==> config.mk <==
export PLATFORM = sky130hd
export DESIGN_NAME = bhz_steer
export DESIGN_NICKNAME = d
export VERILOG_FILES = /design/src/rtl/bhz_pkg.sv /design/src/rtl/bhz_pc_gen.sv /design/src/rtl/bhz_token_pipe.sv /design/src/rtl/bhz_squash_ctl.sv /design/src/rtl/bhz_steer.sv
export SDC_FILE = /design/constraint.sdc
export NUM_CORES = 1
export LEC_CHECK = 0
export BUFFER_PORTS_ARGS = -buffer_cell sky130_fd_sc_hd__buf_4
export CAP_MARGIN = 20
export CORE_ASPECT_RATIO = 1.4
export CORE_MARGIN = 5
export CORE_UTILIZATION = 50
export DETAILED_ROUTE_END_ITERATION = 6
export PLACE_DENSITY_LB_ADDON = 0.08
export SLEW_MARGIN = 0
export SYNTH_ARGS = -nofsm -noshare
export SYNTH_HDL_FRONTEND = slang
export SYNTH_SLANG_ARGS = --single-unit
==> constraint.sdc <==
create_clock -name clk -period 2.98 [get_ports clk]
set_clock_uncertainty 0.1 [all_clocks]
set_input_delay 0.298 -clock clk [delete_from_list [all_inputs] [get_ports clk]]
set_output_delay 0.298 -clock clk [all_outputs]
set_load 0.02 [all_outputs]
==> src/rtl/bhz_pkg.sv <==
package bhz_pkg;
  typedef enum logic {
    POL_NOT_TAKEN  = 1'b0,
    POL_DELAY_SLOT = 1'b1
  } br_policy_e;

  localparam int unsigned N_STAGES   = 5;
  localparam int unsigned INSN_BYTES = 4;
endpackage

==> src/rtl/bhz_pc_gen.sv <==
module bhz_pc_gen #(
  parameter int unsigned PC_W = 16,
  parameter int unsigned STEP = 4
) (
  input  logic            clk,
  input  logic            rst,
  input  logic            acc,
  input  logic            res_hit,
  input  logic [PC_W-1:0] res_tgt,
  output logic [PC_W-1:0] fetch_pc
);
  logic [PC_W-1:0] pc_q;

  // redirect is combinational so the target is fetched in the resolve cycle
  assign fetch_pc = res_hit ? res_tgt : pc_q;

  always_ff @(posedge clk) begin
    if (rst)      pc_q <= '0;
    else if (acc) pc_q <= fetch_pc + PC_W'(STEP);
    else          pc_q <= fetch_pc;
  end

  AST_SEQ_STEP: assert property (@(posedge clk) disable iff (rst)
    (!res_hit && acc) |=> (pc_q == $past(pc_q) + PC_W'(STEP)));
  AST_REDIRECT_HOLD: assert property (@(posedge clk) disable iff (rst)
    (res_hit && !acc) |=> (pc_q == $past(res_tgt)));
endmodule

==> src/rtl/bhz_token_pipe.sv <==
module bhz_token_pipe #(
  parameter int unsigned NSTG      = 5,
  parameter int unsigned RES_STAGE = 4,
  parameter int unsigned PC_W      = 16,
  parameter int unsigned ID_W      = 8
) (
  input  logic            clk,
  input  logic            rst,
  input  logic            acc,
  input  logic [ID_W-1:0] in_id,
  input  logic [PC_W-1:0] in_pc,
  input  logic            in_br,
  input  logic            in_tk,
  input  logic [PC_W-1:0] in_tgt,
  input  logic [NSTG-1:0] kill,
  output logic [NSTG-1:0] vld,
  output logic            res_hit,
  output logic [PC_W-1:0] res_tgt,
  output logic            ret_vld,
  output logic [ID_W-1:0] ret_id,
  output logic [PC_W-1:0] ret_pc
);
  localparam int unsigned R = RES_STAGE - 1;  // 0-based resolving stage

  logic [ID_W-1:0] id_q  [NSTG];
  logic [PC_W-1:0] pc_q  [NSTG];
  logic [R:0]      br_q, tk_q;
  logic [PC_W-1:0] tgt_q [R+1];

  always_ff @(posedge clk) begin
    if (rst) begin
      vld <= '0;
    end else begin
      vld[0] <= acc;
      for (int j = 1; j < NSTG; j++) vld[j] <= vld[j-1] & ~kill[j-1];
    end
  end

  always_ff @(posedge clk) begin
    id_q[0]  <= in_id;
    pc_q[0]  <= in_pc;
    tgt_q[0] <= in_tgt;
    br_q     <= {br_q[R-1:0], in_br};
    tk_q     <= {tk_q[R-1:0], in_tk};
    for (int j = 1; j < NSTG; j++) begin
      id_q[j] <= id_q[j-1];
      pc_q[j] <= pc_q[j-1];
    end
    for (int j = 1; j <= R; j++) tgt_q[j] <= tgt_q[j-1];
  end

  assign res_hit = vld[R] & br_q[R] & tk_q[R];
  assign res_tgt = tgt_q[R];
  assign ret_vld = vld[NSTG-1] & ~kill[NSTG-1];
  assign ret_id  = id_q[NSTG-1];
  assign ret_pc  = pc_q[NSTG-1];

  for (genvar j = 0; j < NSTG - 1; j++) begin : g_kchk
    AST_KILL_BUBBLE: assert property (@(posedge clk) disable iff (rst)
      kill[j] |=> !vld[j+1]);
  end
endmodule

==> src/rtl/bhz_squash_ctl.sv <==
module bhz_squash_ctl
  import bhz_pkg::*;
#(
  parameter int unsigned NSTG      = 5,
  parameter int unsigned RES_STAGE = 4
) (
  input  logic                 clk,
  input  logic                 rst,
  input  logic                 policy_sel,
  input  logic                 res_hit,
  input  logic [RES_STAGE-2:0] younger_vld,
  output br_policy_e           policy_q,
  output logic [NSTG-1:0]      kill
);
  localparam int unsigned R = RES_STAGE - 1;

  always_ff @(posedge clk) begin
    if (rst) policy_q <= POL_NOT_TAKEN;
    else     policy_q <= br_policy_e'(policy_sel);
  end

  for (genvar j = 0; j < NSTG; j++) begin : g_kill
    if (j < R - 1) begin : g_always
      assign kill[j] = res_hit & younger_vld[j];
    end else if (j == R - 1) begin : g_slot
      // stage right behind the resolver is the delay slot
      assign kill[j] = res_hit & younger_vld[j] & (policy_q == POL_NOT_TAKEN);
    end else begin : g_never
      assign kill[j] = 1'b0;
    end
  end
endmodule

==> src/rtl/bhz_steer.sv <==
module bhz_steer
  import bhz_pkg::*;
#(
  parameter int unsigned NSTG      = N_STAGES,
  parameter int unsigned RES_STAGE = 4,
  parameter int unsigned PC_W      = 16,
  parameter int unsigned ID_W      = 8
) (
  input  logic            clk,
  input  logic            rst,
  input  logic            policy_sel,
  input  logic            in_valid,
  input  logic [ID_W-1:0] in_id,
  input  logic            in_is_br,
  input  logic            in_taken,
  input  logic [PC_W-1:0] in_target,
  output logic [PC_W-1:0] fetch_pc,
  output logic [NSTG-1:0] stage_valid,
  output logic [NSTG-1:0] kill,
  output logic            policy_sts,
  output logic            retire_valid,
  output logic [ID_W-1:0] retire_id,
  output logic [PC_W-1:0] retire_pc
);
  localparam int unsigned R = RES_STAGE - 1;

  logic            res_hit;
  logic [PC_W-1:0] res_tgt;
  br_policy_e      policy_q;

  bhz_pc_gen #(.PC_W(PC_W), .STEP(INSN_BYTES)) i_pc_gen (
    .clk(clk), .rst(rst), .acc(in_valid), .res_hit(res_hit),
    .res_tgt(res_tgt), .fetch_pc(fetch_pc)
  );

  bhz_token_pipe #(.NSTG(NSTG), .RES_STAGE(RES_STAGE), .PC_W(PC_W), .ID_W(ID_W)) i_pipe (
    .clk(clk), .rst(rst), .acc(in_valid), .in_id(in_id), .in_pc(fetch_pc),
    .in_br(in_is_br), .in_tk(in_taken), .in_tgt(in_target), .kill(kill),
    .vld(stage_valid), .res_hit(res_hit), .res_tgt(res_tgt),
    .ret_vld(retire_valid), .ret_id(retire_id), .ret_pc(retire_pc)
  );

  bhz_squash_ctl #(.NSTG(NSTG), .RES_STAGE(RES_STAGE)) i_squash (
    .clk(clk), .rst(rst), .policy_sel(policy_sel), .res_hit(res_hit),
    .younger_vld(stage_valid[R-1:0]), .policy_q(policy_q), .kill(kill)
  );

  assign policy_sts = policy_q;

  AST_RESET_STATE: assert property (@(posedge clk)
    rst |=> (stage_valid == '0 && !retire_valid && fetch_pc == '0));
  AST_DELAY_SLOT_KEPT: assert property (@(posedge clk) disable iff (rst)
    (policy_q == POL_DELAY_SLOT && res_hit && stage_valid[R-1]) |=> stage_valid[R]);
  AST_SHADOW_IGNORED: assert property (@(posedge clk) disable iff (rst)
    (policy_q == POL_NOT_TAKEN && res_hit) |=> !res_hit);
endmodule

==> results_dict.tcl <==
set metrics [dict create \
    place_area_um2 5900 \
    wl_per_cell_um 11.9 \
    synth-edff-count 0 \
    ir_worst_vdd_v 0.000678 \
    die_h_um 133 \
    cts_buffers 19 \
    ys_async_sr_fraction_pct 0 \
    antenna_found_initial 0 \
    yosysMostFrequentCell "dfxtp_1" \
    fp-row-count 44 \
    maxCapViolations 0 \
    die_area_um2 13000 \
    yosysUniqueCellTypes 36 \
    hold_path_class "in -> reg" \
    syn_area_um2 5380 \
    cts_sinks 214 \
    fin_crit_ps 2560 \
    power.leakage_nw 2.99 \
    vias_per_cell 4.42 \
    rsz0062_at_grt "false" \
    cts_tree "done" \
    required_ps 2580 \
    fin_crit_sh_pct 86.0 \
    end_kind "primary output" \
    wl_um 7330 \
    final_cell_area_um2 6770 \
    die_x_um 97.6 \
    hold_violations 0 \
    syn_avg_cell_area_um2 14.5 \
    core_area_um2 10500 \
    n_antenna_cell 0 \
    grt_pass1_wl_um 12300 \
    cts_hold_buf 27 \
    drv_slew 0 \
    start_util_pct 51.4 \
    critPathArrivalTime_ps 2160 \
    ys_seq_elements 214 \
    pin_count 82 \
    gp_congestion 0.809 \
    setup_viol 0 \
    drc 0 \
    yosysWarnings 0 \
    grt.total_usage_pct 11.4 \
    synth_common_cells "214 x dfxtp_1, 29 x buf_4, 14 x nand3_1" \
    insertion_delay_ps 470 \
    syn_inst 371 \
    port_buffers 79 \
    fin_cells 615 \
    cts_max_path_buffers 3 \
    crit_type "reg -> out" \
    area_delta_synth_final_pct 26.0 \
    max_freq_mhz 390 \
    grt_max_degree 30 \
    synth_largest_area_cell "dfxtp_1" \
    drt_iter0_drc 105 \
    post-place-cells 556 \
    synth_top_cell_area_share_pct 79.7 \
    gr-total-overflow 0 \
    path_max_fanout 22 \
    ant_nets 0 \
    num_vias 2716 \
    dr.pass1.iters 4 \
    yosysSeqAreaShare_pct 79.7 \
    startpoint_type "flip-flop" \
    cts_max_level 1 \
    status "completed" \
    post_cts_resized 0 \
    fin_nets 497 \
    power_density_nw_per_um2 805 \
    grt_pass1_vias 2638 \
    cts.clk_slew.worst_paths_ps 60 \
    fin_tns_setup_ps 0 \
    cts_setup_buffers 0 \
    drive_above_1_share_pct 25.6 \
    synth.area.top_cells "dfxtp_1 80%, buf_4 4.1%, mux2_2 2.1%" \
    power.total_mw 5.45 \
    dp_hpwl_um 4760 \
    synth_ff_type "dfxtp_1" \
    clock_tree.root_cell "clkbuf_16" \
]
## cell usage in the layout, fill, tap and decap left out, types with 4 or more instances in the layout
master / n
mux2i_1: 10
inv_1: 8
dlygate4sd3_1: 27
nor3b_1: 4
buf_4: 81
mux2_2: 10
nor2b_1: 10
a21oi_1: 7
nand3_1: 14
clkbuf_16: 19
clkbuf_1: 6
nand4_1: 4
and3_1: 9
nor2_1: 10
nand2_1: 11
dfxtp_1: 214
## cell type report
cell class                 instances  area, um2
sequential                       214       4280
fill                             795       3690
timing repair buffer             108        878
multi-input combinational        115        808
clock buffer                      26        512
tap                              138        173
clock inverter                     6       86.3
inverter                           8       30.0
## path summary, 6_finish.rpt
kind	start	endpoint	slack, ps	cells after the start
setup / recovery	i_pipe.vld[3]	fetch_pc[7]	420	5
hold / removal	in_valid	i_pc_gen.pc_q[2]	40	3
setup reg to reg	i_pipe.vld[3]	i_pc_gen.pc_q[13]	860	5
hold reg to reg	i_pipe.tgt_q[0][13]	i_pipe.tgt_q[1][13]	220	0
## per-layer routing
| layer | up-vias | global-route usage, % | wire length, um |
|---|---|---|---|
| met5 | - | 0 | 0 |
| met4 | 0 | 6.08 | 272 |
| met3 | 24 | 3.48 | 516 |
| met2 | 86 | 19.0 | 3610 |
| met1 | 1238 | 13.1 | 2930 |
| li1 | 1368 | - | - |
## logic make-up after synthesis
logic type / share of synthesized area, %
fa+ha+maj: 0.233
mux: 5.07
flops: 79.7
simple gates: 7.08
other cells: 0.0698
buf+inv: 5.33
xor+xnor: 0.326
compound gates: 2.19
## power breakdown
group | switching, mW | internal, mW
Sequential | 0.0293 | 2.97
Combinational | 0.0637 | 0.0820
Clock | 0.929 | 1.38
## critical path: stages (launching register included)
cell and delay (ps):
dfxtp_1 350, and3_1 290, buf_4 350, mux2i_4 400, inv_1 120, buf_4 180
## registers in the layout (all words and copies together), names as in the netlist
signal / cells
i_pipe.br_q: 4
i_pipe.pc_q: 80
i_pipe.tgt_q: 64
i_pc_gen.pc_q: 16
i_squash.policy_q: 1
i_pipe.tk_q: 4
i_pipe.id_q: 40
i_pipe.vld: 5
## through the flow
stage,setup WS (ps),hold slack [ps],utilization (%)
after floorplan,654,210,-
after global routing,291,49.0,64.7
after detailed placement,851,212,56.4
after global placement,927,210,56.4
final,418,41.6,64.7
after CTS,387,26.0,64.7
No activity file was read; power rests on OpenSTA's default activity.
